File: src/rtl/tas_seq_pkg.sv
// Package: shared phase encoding and bus qualifier decode for the
// test-and-set sequencer. Assumes one operation in flight at a time.
package tas_seq_pkg;

    typedef enum logic [2:0] {
        PH_IDLE    = 3'd0,
        PH_RD_ADDR = 3'd1,
        PH_RD_BYTE = 3'd2,
        PH_PROC    = 3'd3,
        PH_WR_DATA = 3'd4,
        PH_WR_BYTE = 3'd5,
        PH_DONE    = 3'd6
    } phase_e;

    typedef struct packed {
        logic rd;
        logic data;
        logic same;
        logic bsel;
    } qual_t;

    // True for phases that stall until the data acknowledge
    function automatic logic waits_ack(phase_e p);
        return (p == PH_RD_ADDR) || (p == PH_RD_BYTE) ||
               (p == PH_WR_DATA) || (p == PH_WR_BYTE);
    endfunction

    // True for the phases that hold the bus lock
    function automatic logic holds_lock(phase_e p);
        return (p == PH_RD_ADDR) || (p == PH_RD_BYTE) || (p == PH_PROC) ||
               (p == PH_WR_DATA) || (p == PH_WR_BYTE);
    endfunction

    // Bus qualifiers that each phase presents
    function automatic qual_t phase_qual(phase_e p);
        qual_t q;
        q = '0;
        case (p)
            PH_RD_ADDR: begin q.rd = 1'b1; q.data = 1'b1; end
            PH_RD_BYTE: begin q.rd = 1'b1; q.data = 1'b1; q.same = 1'b1; q.bsel = 1'b1; end
            PH_PROC:    begin q.same = 1'b1; end
            PH_WR_DATA: begin q.data = 1'b1; q.same = 1'b1; end
            PH_WR_BYTE: begin q.data = 1'b1; q.same = 1'b1; q.bsel = 1'b1; end
            default:    q = '0;
        endcase
        return q;
    endfunction

endpackage

File: src/rtl/tas_phase_ctl.sv
// Phase controller: steps through the five locked microcycles, then a
// done cycle. Assumes ack_i is meaningful only in data phases; the
// processing phase always takes exactly one cycle.
module tas_phase_ctl
    import tas_seq_pkg::*;
(
    input  logic   clk,
    input  logic   rst_n,
    input  logic   start_i,
    input  logic   ack_i,
    output phase_e phase_o,
    output logic   accept_o,
    output logic   capture_o,
    output logic   flag_upd_o,
    output logic   done_o
);

    phase_e phase_q;
    phase_e phase_d;

    // Next-phase selection
    always_comb begin
        phase_d = phase_q;
        case (phase_q)
            PH_IDLE:    if (start_i) phase_d = PH_RD_ADDR;
            PH_RD_ADDR: if (ack_i)   phase_d = PH_RD_BYTE;
            PH_RD_BYTE: if (ack_i)   phase_d = PH_PROC;
            PH_PROC:                 phase_d = PH_WR_DATA;
            PH_WR_DATA: if (ack_i)   phase_d = PH_WR_BYTE;
            PH_WR_BYTE: if (ack_i)   phase_d = PH_DONE;
            PH_DONE:                 phase_d = PH_IDLE;
            default:                 phase_d = PH_IDLE;
        endcase
    end

    // Phase register
    always_ff @(posedge clk) begin
        if (!rst_n) phase_q <= PH_IDLE;
        else        phase_q <= phase_d;
    end

    // Control strobes for the datapath
    always_comb begin
        phase_o    = phase_q;
        accept_o   = (phase_q == PH_IDLE) && start_i;
        capture_o  = (phase_q == PH_RD_BYTE) && ack_i;
        flag_upd_o = (phase_q == PH_PROC);
        done_o     = (phase_q == PH_DONE);
    end

    AST_START_ENTERS_RD: assert property (@(posedge clk) disable iff (!rst_n)
        (phase_q == PH_IDLE && start_i) |=> (phase_q == PH_RD_ADDR));
    AST_STALL_WITHOUT_ACK: assert property (@(posedge clk) disable iff (!rst_n)
        (waits_ack(phase_q) && !ack_i) |=> $stable(phase_q));
    AST_PROC_ONE_CYCLE: assert property (@(posedge clk) disable iff (!rst_n)
        (phase_q == PH_PROC) |=> (phase_q == PH_WR_DATA));
    AST_DONE_SINGLE: assert property (@(posedge clk) disable iff (!rst_n)
        done_o |=> !done_o);

endmodule

File: src/rtl/tas_addr_hold.sv
// Address holder: captures the effective address on an accepted start
// and keeps it for the whole locked sequence. Assumes load_i only fires
// while idle.
module tas_addr_hold #(
    parameter int ADDR_W = 24
) (
    input  logic              clk,
    input  logic              rst_n,
    input  logic              load_i,
    input  logic              hold_i,
    input  logic [ADDR_W-1:0] ea_i,
    output logic [ADDR_W-1:0] addr_o,
    output logic              lane_hi_o
);

    logic [ADDR_W-1:0] addr_q;

    // Address capture register
    always_ff @(posedge clk) begin
        if (!rst_n)      addr_q <= '0;
        else if (load_i) addr_q <= ea_i;
    end

    // Even byte address maps to the upper lane
    assign lane_hi_o = ~addr_q[0];
    assign addr_o    = addr_q;

    AST_ADDR_STABLE: assert property (@(posedge clk) disable iff (!rst_n)
        hold_i |-> $stable(addr_q));

endmodule

File: src/rtl/tas_byte_unit.sv
// Byte datapath: picks the operand byte from its lane, derives the
// condition flags from the unmodified byte and forms the write-back
// value with the top bit set. Assumes capture_i precedes flag_upd_i.
module tas_byte_unit #(
    parameter int LANE_W = 8
) (
    input  logic                clk,
    input  logic                rst_n,
    input  logic                capture_i,
    input  logic                lane_hi_i,
    input  logic [2*LANE_W-1:0] rdata_i,
    input  logic                flag_upd_i,
    output logic [LANE_W-1:0]   wbyte_o,
    output logic                flag_n_o,
    output logic                flag_z_o,
    output logic                flag_v_o,
    output logic                flag_c_o
);

    localparam int TOP = LANE_W - 1;

    logic [LANE_W-1:0] lane_byte;
    logic [LANE_W-1:0] byte_q;
    logic              n_q, z_q, v_q, c_q;

    // Lane selection for the read byte
    always_comb begin
        lane_byte = lane_hi_i ? rdata_i[2*LANE_W-1:LANE_W] : rdata_i[LANE_W-1:0];
    end

    // Operand byte register
    always_ff @(posedge clk) begin
        if (!rst_n)         byte_q <= '0;
        else if (capture_i) byte_q <= lane_byte;
    end

    // Flag registers, loaded in the processing phase
    always_ff @(posedge clk) begin
        if (!rst_n) begin
            n_q <= 1'b0;
            z_q <= 1'b0;
            v_q <= 1'b0;
            c_q <= 1'b0;
        end else if (flag_upd_i) begin
            n_q <= byte_q[TOP];
            z_q <= (byte_q == '0);
            v_q <= 1'b0;
            c_q <= 1'b0;
        end
    end

    // Write-back value with the top bit forced
    always_comb begin
        wbyte_o        = byte_q;
        wbyte_o[TOP]   = 1'b1;
    end

    assign flag_n_o = n_q;
    assign flag_z_o = z_q;
    assign flag_v_o = v_q;
    assign flag_c_o = c_q;

    AST_NEG_FROM_READ: assert property (@(posedge clk) disable iff (!rst_n)
        flag_upd_i |=> (n_q == $past(byte_q[TOP])));
    AST_ZERO_NOT_SET_NONZERO: assert property (@(posedge clk) disable iff (!rst_n)
        (flag_upd_i && byte_q != '0) |=> !z_q);

endmodule

File: src/rtl/tas_seq_top.sv
// Test-and-set sequencer top: joins the phase controller, address holder
// and byte datapath, and decodes the bus qualifiers, strobes, lock and
// write data. Assumes a two-lane data bus and one request at a time.
module tas_seq_top
    import tas_seq_pkg::*;
#(
    parameter int ADDR_W = 24,
    parameter int LANE_W = 8
) (
    input  logic                clk,
    input  logic                rst_n,
    input  logic                start_i,
    input  logic [ADDR_W-1:0]   ea_i,
    input  logic                ack_i,
    input  logic [2*LANE_W-1:0] bus_rdata_i,
    output logic [ADDR_W-1:0]   bus_addr_o,
    output logic                bus_rd_o,
    output logic                bus_data_o,
    output logic                bus_same_o,
    output logic                bus_bhi_o,
    output logic                bus_blo_o,
    output logic [2*LANE_W-1:0] bus_wdata_o,
    output logic                lock_o,
    output logic                busy_o,
    output logic                done_o,
    output logic                flag_n_o,
    output logic                flag_z_o,
    output logic                flag_v_o,
    output logic                flag_c_o
);

    localparam int NLANES = 2;

    phase_e            phase;
    logic              accept, capture, flag_upd, done;
    logic              lane_hi;
    logic              hold;
    logic [ADDR_W-1:0] addr_q;
    logic [LANE_W-1:0] wbyte;
    logic              wr_phase;
    qual_t             q;

    tas_phase_ctl u_ctl (
        .clk        (clk),
        .rst_n      (rst_n),
        .start_i    (start_i),
        .ack_i      (ack_i),
        .phase_o    (phase),
        .accept_o   (accept),
        .capture_o  (capture),
        .flag_upd_o (flag_upd),
        .done_o     (done)
    );

    // Address must not move in any phase after the first
    assign hold = holds_lock(phase) && (phase != PH_RD_ADDR);

    tas_addr_hold #(.ADDR_W(ADDR_W)) u_addr (
        .clk       (clk),
        .rst_n     (rst_n),
        .load_i    (accept),
        .hold_i    (hold),
        .ea_i      (ea_i),
        .addr_o    (addr_q),
        .lane_hi_o (lane_hi)
    );

    tas_byte_unit #(.LANE_W(LANE_W)) u_byte (
        .clk        (clk),
        .rst_n      (rst_n),
        .capture_i  (capture),
        .lane_hi_i  (lane_hi),
        .rdata_i    (bus_rdata_i),
        .flag_upd_i (flag_upd),
        .wbyte_o    (wbyte),
        .flag_n_o   (flag_n_o),
        .flag_z_o   (flag_z_o),
        .flag_v_o   (flag_v_o),
        .flag_c_o   (flag_c_o)
    );

    // Bus qualifier, strobe and lock decode
    always_comb begin
        q          = phase_qual(phase);
        lock_o     = holds_lock(phase);
        busy_o     = (phase != PH_IDLE);
        done_o     = done;
        bus_rd_o   = q.rd;
        bus_data_o = q.data;
        bus_same_o = q.same;
        bus_bhi_o  = q.bsel & lane_hi;
        bus_blo_o  = q.bsel & ~lane_hi;
        bus_addr_o = lock_o ? addr_q : '0;
        wr_phase   = (phase == PH_WR_DATA) || (phase == PH_WR_BYTE);
    end

    // Write data replicated on every lane during write phases
    for (genvar g = 0; g < NLANES; g++) begin : g_wlane
        assign bus_wdata_o[g*LANE_W +: LANE_W] = wr_phase ? wbyte : '0;
    end

    AST_STROBE_ONEHOT: assert property (@(posedge clk) disable iff (!rst_n)
        $onehot0({bus_bhi_o, bus_blo_o}));
    AST_WDATA_TOPBIT: assert property (@(posedge clk) disable iff (!rst_n)
        wr_phase |-> (bus_wdata_o[LANE_W-1] && bus_wdata_o[2*LANE_W-1]));
    AST_LOCK_ENDS_IN_DONE: assert property (@(posedge clk) disable iff (!rst_n)
        $fell(lock_o) |-> done_o);
    AST_NO_LOCK_NO_ADDR: assert property (@(posedge clk) disable iff (!rst_n)
        !lock_o |-> (bus_addr_o == '0));

endmodule

File: config.mk
export PLATFORM = sky130hd
export DESIGN_NAME = tas_seq_top
export DESIGN_NICKNAME = d
export VERILOG_FILES = /design/src/rtl/tas_seq_pkg.sv /design/src/rtl/tas_phase_ctl.sv /design/src/rtl/tas_addr_hold.sv /design/src/rtl/tas_byte_unit.sv /design/src/rtl/tas_seq_top.sv
export SDC_FILE = /design/constraint.sdc
export NUM_CORES = 1
export LEC_CHECK = 0
export BUFFER_PORTS_ARGS = -buffer_cell sky130_fd_sc_hd__buf_2
export CAP_MARGIN = 25
export CORE_MARGIN = 3
export CORE_UTILIZATION = 45
export CTS_CLUSTER_SIZE = 30
export DETAILED_ROUTE_END_ITERATION = 16
export PLACE_DENSITY = 0.79
export RECOVER_POWER = 100
export SYNTH_ARGS = -nofsm -noshare
export SYNTH_HDL_FRONTEND = slang
export SYNTH_SLANG_ARGS = --single-unit
File: constraint.sdc
create_clock -name clk -period 2.27 [get_ports clk]
set_input_delay 0.227 -clock clk [delete_from_list [all_inputs] [get_ports clk]]
set_output_delay 0.227 -clock clk [all_outputs]
set_load 0.1 [all_outputs]
==> results of run 1 <==
per-stage QoR:
stage	setup TNS, ns	worst slack [ns]	cell area (um^2)	total power [mW]	utilization
floorplan	-1.68	-0.186	2120	1.22	-
global placement	0	0.432	3110	1.38	0.704
detailed placement	0	0.347	3110	1.40	0.704
CTS	0	0.0366	3190	1.85	0.723
global route	0	0.0125	2820	1.83	0.638
finish	0	0.124	2820	1.75	0.638
kinds of logic (layout without fill, tap and decap cells):
group | after synthesis | in the layout | share of synthesized area
multiplexers | 10 | 10 | 0.0482
buffers and inverters | 29 | 105 | 0.103
other | 1 | 2 | 0.00181
flip-flops | 37 | 37 | 0.357
XOR/XNOR | 2 | 2 | 0.00844
AND/OR/NAND/NOR | 108 | 108 | 0.296
AO/OA/AOI/OAI | 38 | 38 | 0.186
layout make-up:
class	instances	area, um^2	share of cell area
Clock buffer	7	86.3	0.0307
Multi-Input combinational cell	160	1080	0.384
Sequential cell	37	742	0.264
Tap cell	52	65.1	0.0231
Timing Repair Buffer	98	841	0.299
cells in the mapped netlist (4+ instances only):
library cell / count
a21boi_0: 4
a21boi_2: 20
and2_1: 31
buf_2: 4
buf_4: 14
clkbuf_1: 6
dfxtp_1: 37
mux2i_1: 10
nand2_1: 37
nand2_2: 20
nor2b_1: 6
o211a_1: 8
critical path, delay by kind of cell (launching register included):
family / cells / cell delay (ns)
simple gates: 2 / 0.46
flops: 1 / 0.46
buf+inv: 2 / 0.71
how the worst max path moves through the flow:
stage	startpoint	end	slack (ns)	depth (start not counted)
6_report	u_ctl.phase_o[2]$_SDFFE_PN0P_	bus_wdata_o[9]	0.12	4
5_1_grt	u_ctl.phase_o[2]$_SDFFE_PN0P_	bus_wdata_o[9]	0.01	4
4_1_cts	u_ctl.phase_o[0]$_SDFFE_PN0P_	bus_addr_o[11]	0.04	4
3_5_place_dp	u_ctl.phase_o[0]$_SDFFE_PN0P_	bus_addr_o[11]	0.35	4
3_3_place_gp	u_ctl.phase_o[0]$_SDFFE_PN0P_	bus_addr_o[15]	0.43	4
2_1_floorplan	u_ctl.phase_o[0]$_SDFFE_PN0P_	bus_addr_o[14]	-0.19	5
state kept, by name, summed over array words and instances, names as in the netlist:
| name | count |
|---|---|
| u_addr.addr_o | 24 |
| u_ctl.phase_o | 3 |
| u_byte.flag_n_o | 1 |
| u_byte.flag_z_o | 1 |
| u_byte.byte_q | 8 |
power breakdown:
| group | total, mW | leakage, nW | internal (mW) | switching [mW] |
|---|---|---|---|---|
| clock | 0.449 | 0.0443 | 0.241 | 0.208 |
| combinational | 0.580 | 0.961 | 0.168 | 0.413 |
| sequential | 0.724 | 0.303 | 0.691 | 0.0329 |
| total | 1.75 | 1.31 | 1.10 | 0.654 |
metal layers:
layer | up-vias | global-route usage | wire length (um)
met5 | - | 0 | 0
met4 | 0 | 0.0724 | 77
met3 | 7 | 0.0492 | 448
met2 | 77 | 0.299 | 2280
met1 | 765 | 0.211 | 1980
li1 | 875 | - | -
==> flow_summary_export.csv, run 1 <==
group,metric,value,unit
clocking,cts_buffer_depth,2,
timing,period_share,0.946,
synthesis,synth_top_area_share,0.357,
final_layout,drive_gt1_frac,0.490,
clocking,cts-buffers-inserted,5,
final_layout,antennaDiodeCount,0,
worst_setup_path,slowest_stage,"dfxtp_1",
power,irDropWorstVdd,0.346,mV
clocking,cts_hold_buffers,0,
worst_setup_path,end_kind,"primary output",
clocking,path_clk_slew,0.07,ns
worst_setup_path,reg2reg_from,"u_ctl.phase_o[1]$_SDFFE_PN0P_",
drt,num_vias,1724,
timing,worst_pin_slew,1.18,ns
synthesis,synth-seq-cells,37,
timing,setup_viol,0,
die,dieArea,0.00546,mm^2
hold_path,whs_endpoint,"u_addr.addr_o[3]$_SDFFE_PN0P_",
worst_setup_path,path_class,"flop to primary output",
die,die_x,73.9,um
worst_setup_path,regToRegSetupSlack,0.19,ns
synthesis,yosysSeqAreaShare,0.357,
worst_setup_path,worst-path-max-fanout,11,
timing,timing.hold.ws,0.190,ns
drt,wire_per_inst,13.5,um
synthesis,synth_warnings,0,
global_route,grt_max_degree,39,
worst_setup_path,r2r-end,"u_addr.addr_o[16]$_SDFFE_PN0P_",
final_layout,final_cell_mix,"43 x buf_2, 37 x nand2_1, 36 x dfxtp_1",
timing,slew_violations,0,
drt,drt_first_pass_iters,4,
synthesis,ys.flop_type,"dfxtp_1",
synthesis,synth.area.top_cells,"dfxtp_1 36%, a21boi_2 11%, and2_1 9.3%",
final_layout,final_common_cell,"buf_2",
clocking,clkLatencyLatePin,0.28,ns
worst_setup_path,crit_arrival,1.92,ns
global_route,grt.total_usage,0.177,
drt,drc,0,
clocking,root_buffer,"clkbuf_8",
synthesis,synth_edf_count,0,
clocking,clock_sinks,37,
final_layout,n_fill_cell,403,
hold_path,hold_path.startpoint,"ea_i[3]",
hold_path,hold_class,"input pin to flop",
synthesis,ys_types,34,
flow_run,drv_cap,0,
place,gp_congestion,0.724,
global_route,grt_pass1_vias,1665,
global_route,grt_overflow,0,
worst_setup_path,reg2regPathDepth,4,
worst_setup_path,max_stage_delay,0.46,ns
clocking,htree_levels,2,
synthesis,synthCells,225,
drt,drtAntennaViolNets,0,
synthesis,async_reset_ff_frac,0,
power,p_leak,1.31,nW
die,start_util,0.470,
drt,routed_wl,4790,um
worst_setup_path,required,2.04,ns
clocking,post_cts_resized,0,
drt,vias_per_cell,4.87,
place,port_buffers,93,
place,place_inst,347,
place,hpwlAfterDp,3630,um
clocking,cts_setup_buffers,0,
worst_setup_path,cp_cell_sequence,"nor2b_1 -> clkbuf_1 -> and2_0 -> clkbuf_4",
final_layout,fin_cells,354,
hold_path,whs_path_depth,3,
synthesis,yosys.area.top_type,"dfxtp_1",
die,rows,24,
synthesis,avgSynthCellArea,9.23,um^2
timing,rsz0062_at_grt,"false",
timing,fin_skew,0.00639,ns
final_layout,finalNetCount,346,
global_route,antenna_found_initial,0,
die,ios,96,
die,coreArea,0.00441,mm^2
die,die_y,73.9,um
timing,fin_crit,2.15,ns
clocking,cts_tree,"done",
run_status,status,"completed",
drt,first_iter_violations,75,
timing,hold_viol_final,0,
synthesis,syn_area,0.00208,mm^2
final_layout,syn_to_final_growth,35.6,%
timing,fmax,0.466,GHz
worst_setup_path,crit_path_start_kind,"flop",
global_route,grt_pass1_wl,7520,um
timing,relSlewSlack,0.213,
power,power.density,623,mW/mm^2
Power figures use the tool's default switching activity.
==> run 2: changes to the inputs <==
--- a/config.mk
+++ b/config.mk
@@ -5,13 +5,15 @@
 export SDC_FILE = /design/constraint.sdc
 export NUM_CORES = 1
 export LEC_CHECK = 0
+export ABC_AREA = 1
 export BUFFER_PORTS_ARGS = -buffer_cell sky130_fd_sc_hd__buf_2
 export CAP_MARGIN = 25
 export CORE_MARGIN = 3
 export CORE_UTILIZATION = 45
 export CTS_CLUSTER_SIZE = 30
 export DETAILED_ROUTE_END_ITERATION = 16
-export PLACE_DENSITY = 0.79
+export MAX_ROUTING_LAYER = met4
+export PLACE_DENSITY = 0.82
 export RECOVER_POWER = 100
 export SYNTH_ARGS = -nofsm -noshare
 export SYNTH_HDL_FRONTEND = slang
==> run 2 against run 1 <==
Cell count is 13% higher. Non-clock buffer count increased by 6. Highest routed layer unchanged. Register-to-register slack better by 0.05 ns. Utilization up 3.5 points.
==> flow_summary_export.csv, run 2 <==
group,metric,value,unit
synthesis,synth_edf_count,0,
drt,drc,0,
synthesis,yosys.area.top_type,"dfxtp_1",
timing,fin_skew,0.00407,ns
hold_path,whs_path_depth,3,
clocking,cts_buffer_depth,2,
final_layout,drive_gt1_frac,0.439,
timing,setup_viol,0,
drt,first_iter_violations,76,
synthesis,ys_types,26,
timing,period_share,0.960,
synthesis,async_reset_ff_frac,0,
place,gp_congestion,0.874,
synthesis,synth.area.top_cells,"dfxtp_1 40%, a21oi_1 7.8%, nor2_1 7.5%",
timing,fin_crit,2.18,ns
hold_path,hold_path.startpoint,"ea_i[13]",
global_route,grt_max_degree,49,
synthesis,syn_area,0.00186,mm^2
drt,wire_per_inst,11.5,um
timing,hold_viol_final,0,
worst_setup_path,crit_arrival,1.95,ns
die,dieArea,0.00493,mm^2
worst_setup_path,r2r-end,"u_addr.addr_o[14]$_SDFFE_PN0P_",
timing,rsz0062_at_grt,"false",
die,coreArea,0.00383,mm^2
worst_setup_path,required,2.04,ns
final_layout,antennaDiodeCount,0,
drt,vias_per_cell,4.77,
die,rows,22,
global_route,grt_pass1_wl,7360,um
clocking,cts_hold_buffers,0,
worst_setup_path,path_class,"flop to primary output",
die,die_y,70.2,um
clocking,clock_sinks,37,
final_layout,syn_to_final_growth,38.7,%
final_layout,final_cell_mix,"56 x buf_2, 39 x inv_1, 37 x dfxtp_1",
clocking,root_buffer,"clkbuf_8",
synthesis,synthCells,262,
flow_run,drv_cap,0,
clocking,cts_setup_buffers,0,
global_route,grt_overflow,0,
synthesis,synth-seq-cells,37,
drt,routed_wl,4610,um
clocking,path_clk_slew,0.07,ns
synthesis,synth_top_area_share,0.399,
place,place_inst,390,
timing,slew_violations,0,
final_layout,largest_reg_flops,24,
die,die_x,70.2,um
worst_setup_path,crit_path_start_kind,"flop",
synthesis,synth_warnings,0,
global_route,grt_pass1_vias,1715,
run_status,status,"completed",
die,ios,96,
final_layout,final_common_cell,"buf_2",
synthesis,ys.flop_type,"dfxtp_1",
clocking,cts_tree,"done",
die,start_util,0.485,
timing,timing.hold.ws,0.212,ns
worst_setup_path,reg2reg_from,"u_ctl.phase_o[1]$_SDFFE_PN0P_",
place,port_buffers,93,
timing,worst_pin_slew,1.16,ns
synthesis,avgSynthCellArea,7.09,um^2
worst_setup_path,worst-path-max-fanout,10,
worst_setup_path,end_kind,"primary output",
drt,drt_first_pass_iters,4,
hold_path,hold_class,"input pin to flop",
worst_setup_path,reg2regPathDepth,7,
synthesis,synth_common_cells,"37 x dfxtp_1, 37 x nor2_1, 36 x inv_1",
hold_path,whs_endpoint,"u_addr.addr_o[13]$_SDFFE_PN0P_",
clocking,clkLatencyLatePin,0.29,ns
global_route,grt.total_usage,0.193,
global_route,antenna_found_initial,0,
worst_setup_path,regToRegSetupSlack,0.24,ns
drt,drtAntennaViolNets,0,
synthesis,yosysSeqAreaShare,0.399,
drt,num_vias,1902,
timing,fmax,0.459,GHz
final_layout,fin_cells,399,
timing,relSlewSlack,0.229,
clocking,cts-buffers-inserted,5,
final_layout,finalNetCount,394,
clocking,htree_levels,2,
place,hpwlAfterDp,3270,um
run 2: cell type report:
cell class / count / area [um^2]
sequential: 37 / 741
clock buffer: 7 / 96.3
timing repair buffer: 104 / 566
tap: 48 / 60.1
fill: 331 / 1250
multi-input combinational: 160 / 947
inverter: 42 / 160
clock inverter: 1 / 5.00
run 2: repair_timing:
item	CTS	global route
pin swaps	1	1
endpoints found under the setup margin	25	5
gates resized for setup	9	2
gates cloned	1	0
run 2: through the flow:
step / setup slack (ns) / TNS, ns / utilization / cell area (um^2)
after floorplan: -0.401 / -2.87 / - / 2020
after global placement: -0.0123 / -0.0123 / 0.641 / 2450
after detailed placement: -0.0664 / -0.310 / 0.641 / 2450
after CTS: 0.0371 / 0 / 0.676 / 2590
after global routing: 0.00942 / 0 / 0.673 / 2570
final: 0.0912 / 0 / 0.673 / 2570
run 2: worst max path at each step:
stage | to | slack [ns] | start | cells past startpoint
floorplan | bus_addr_o[0] | -0.40 | u_ctl.phase_o[1]$_SDFFE_PN0P_ | 6
global placement | bus_addr_o[3] | -0.01 | u_ctl.phase_o[0]$_SDFFE_PN0P_ | 7
detailed placement | bus_addr_o[3] | -0.07 | u_ctl.phase_o[1]$_SDFFE_PN0P_ | 7
CTS | bus_addr_o[3] | 0.04 | u_ctl.phase_o[1]$_SDFFE_PN0P_ | 7
global route | bus_addr_o[16] | 0.009 | u_ctl.phase_o[0]$_SDFFE_PN0P_ | 7
finish | bus_addr_o[12] | 0.09 | u_ctl.phase_o[1]$_SDFFE_PN0P_ | 7
run 2: metal layers:
metal | up-vias | wire length [um] | GRT usage
met5 | - | 0 | -
met4 | 0 | 121 | 0.0872
met3 | 12 | 348 | 0.0576
met2 | 82 | 2120 | 0.330
met1 | 823 | 2020 | 0.204
li1 | 985 | - | -
run 2: cell families (layout without fill, tap and decap cells):
kind of cell / after synthesis / in the layout / share of synthesized area
buf+inv: 67 / 154 / 0.181
simple gates: 86 / 87 / 0.204
flops: 37 / 37 / 0.399
compound gates: 71 / 71 / 0.214
other cells: 1 / 2 / 0.00202
run 2: worst max-delay path: stages, from the launching register on:
cell and delay (ns):
dfxtp_1 0.34, inv_1 0.11, nand2_1 0.10, nand3_2 0.09
nand2_2 0.13, nor2_4 0.55, nor2_4 0.03, buf_2 0.31
Power of run 2 is not shown: default switching activity piles up to over one toggle a cycle in this logic, so the estimate is an artifact.
==> run 3: changes to the inputs <==
--- a/config.mk
+++ b/config.mk
@@ -9,11 +9,11 @@
 export BUFFER_PORTS_ARGS = -buffer_cell sky130_fd_sc_hd__buf_2
 export CAP_MARGIN = 25
 export CORE_MARGIN = 3
-export CORE_UTILIZATION = 45
+export CORE_UTILIZATION = 48
 export CTS_CLUSTER_SIZE = 30
 export DETAILED_ROUTE_END_ITERATION = 16
 export MAX_ROUTING_LAYER = met4
-export PLACE_DENSITY = 0.82
+export PLACE_DENSITY = 0.86
 export RECOVER_POWER = 100
 export SYNTH_ARGS = -nofsm -noshare
 export SYNTH_HDL_FRONTEND = slang
==> run 3 against run 2 <==
Sequential cell count unchanged. Cell count decreased by 3.3%. Critical endpoint is now bus_addr_o[14]. Non-clock buffer count decreased by 10.
==> flow_summary_export.csv, run 3 (synthesis results as in run 2) <==
group,metric,value,unit
clocking,cts_setup_buffers,0,
clocking,cts_tree,"done",
flow_run,drv_cap,0,
drt,wire_per_inst,10.8,um
final_layout,antennaDiodeCount,0,
worst_setup_path,regToRegSetupSlack,0.44,ns
hold_path,whs_endpoint,"u_addr.addr_o[12]$_SDFFE_PN0P_",
worst_setup_path,crit_path_start_kind,"flop",
timing,fin_skew,0.00381,ns
drt,vias_per_cell,4.69,
final_layout,fin_cells,386,
die,die_y,68.2,um
worst_setup_path,cp_cell_sequence,"nand2_1 -> nor2_2 -> nor2_4 -> buf_12 -> nor2_1 -> buf_2",
die,coreArea,0.00352,mm^2
worst_setup_path,reg2reg_from,"u_ctl.phase_o[1]$_SDFFE_PN0P_",
final_layout,final_area,0.00241,mm^2
timing,setup_viol,0,
clocking,cts_buffer_depth,2,
global_route,grt.total_usage,0.191,
clocking,post_cts_resized,0,
worst_setup_path,path_class,"flop to primary output",
clocking,cts-buffers-inserted,5,
hold_path,hold_class,"input pin to flop",
worst_setup_path,reg2regPathDepth,6,
global_route,grt_overflow,0,
place,place_inst,378,
clocking,root_buffer,"clkbuf_8",
drt,drc,0,
global_route,grt_pass1_vias,1592,
final_layout,finalNetCount,383,
die,ios,96,
worst_setup_path,worst-path-max-fanout,25,
worst_setup_path,end_kind,"primary output",
place,port_buffers,93,
worst_setup_path,crit_arrival,1.93,ns
final_layout,final_common_cell,"buf_2",
clocking,clock_sinks,37,
die,start_util,0.527,
place,gp_congestion,0.892,
clocking,cts_hold_buffers,0,
timing,hold_viol_final,0,
final_layout,final_cell_mix,"56 x buf_2, 37 x inv_1, 37 x dfxtp_1",
global_route,grt_pass1_wl,6470,um
clocking,htree_levels,2,
run_status,status,"completed",
worst_setup_path,r2r-end,"u_addr.addr_o[3]$_SDFFE_PN0P_",
worst_setup_path,slowest_stage,"dfxtp_1",
drt,num_vias,1809,
drt,routed_wl,4180,um
timing,rsz0062_at_grt,"false",
timing,worst_pin_slew,1.17,ns
timing,slew_violations,0,
drt,drt_first_pass_iters,4,
drt,first_iter_violations,145,
die,dieArea,0.00465,mm^2
final_layout,drive_gt1_frac,0.403,
final_layout,largest_reg_flops,24,
final_layout,syn_to_final_growth,29.9,%
global_route,grt_max_degree,49,
place,placed_area,0.00239,mm^2
drt,drtAntennaViolNets,0,
worst_setup_path,required,2.04,ns
timing,fin_crit,2.16,ns
timing,relSlewSlack,0.225,
hold_path,whs_path_depth,3,
clocking,path_clk_slew,0.06,ns
worst_setup_path,max_stage_delay,0.44,ns
place,hpwlAfterDp,3170,um
timing,period_share,0.951,
die,rows,21,
hold_path,hold_path.startpoint,"ea_i[12]",
clocking,clkLatencyLatePin,0.28,ns
timing,fmax,0.463,GHz
global_route,antenna_found_initial,0,
die,die_x,68.2,um
==> run 3: cell count changes in the layout (fill, tap and decap cells not counted), moves of 4 or more <==
cell and change:
clkbuf_4 -4, buf_4 -13, nor2_4 -7, clkbuf_2 +8, nor2_1 +6
==> run 3: cell type report <==
| class | instances | area, um^2 |
|---|---|---|
| Clock buffer | 8 | 80.1 |
| Timing Repair Buffer | 94 | 483 |
| Multi-Input combinational cell | 159 | 891 |
| Fill cell | 309 | 1110 |
| Sequential cell | 37 | 741 |
| Tap cell | 46 | 57.6 |
| Inverter | 42 | 160 |
==> run 3: how the worst max path moves through the flow <==
stage / from / endpoint / slack, ns / cells after the start
floorplan: u_ctl.phase_o[1]$_SDFFE_PN0P_ / bus_addr_o[0] / -0.40 / 6
global placement: u_ctl.phase_o[1]$_SDFFE_PN0P_ / bus_addr_o[0] / 0.47 / 6
detailed placement: u_ctl.phase_o[1]$_SDFFE_PN0P_ / bus_addr_o[3] / 0.43 / 6
CTS: u_ctl.phase_o[1]$_SDFFE_PN0P_ / bus_addr_o[3] / 0.12 / 6
global route: u_ctl.phase_o[1]$_SDFFE_PN0P_ / bus_addr_o[13] / 0.01 / 6
finish: u_ctl.phase_o[1]$_SDFFE_PN0P_ / bus_addr_o[14] / 0.11 / 6
==> run 3: metal layers <==
metal	vias up	part of all wire	track usage
met5	-	0	-
met4	0	0.015	0.0868
met3	6	0.080	0.0460
met2	68	0.49	0.329
met1	778	0.42	0.207
li1	957	-	-
==> run 3: worst max-delay path, delay by kind of cell (launching register included) <==
| kind | cells | cell delay (ns) |
|---|---|---|
| DFF | 1 | 0.44 |
| and+or+nand+nor | 4 | 0.57 |
| buffers and inverters | 2 | 0.61 |
==> run 3: metrics by stage <==
step	hold slack (ns)	util	TNS, ns	setup slack, ns
final	0.224	0.685	0	0.111
after CTS	0.206	0.700	0	0.119
after floorplan	0.401	-	-2.87	-0.401
after detailed placement	0.461	0.678	0	0.434
after global placement	0.447	0.678	0	0.471
after global routing	0.228	0.685	0	0.0145
Power of run 3 is left out for the same reason.
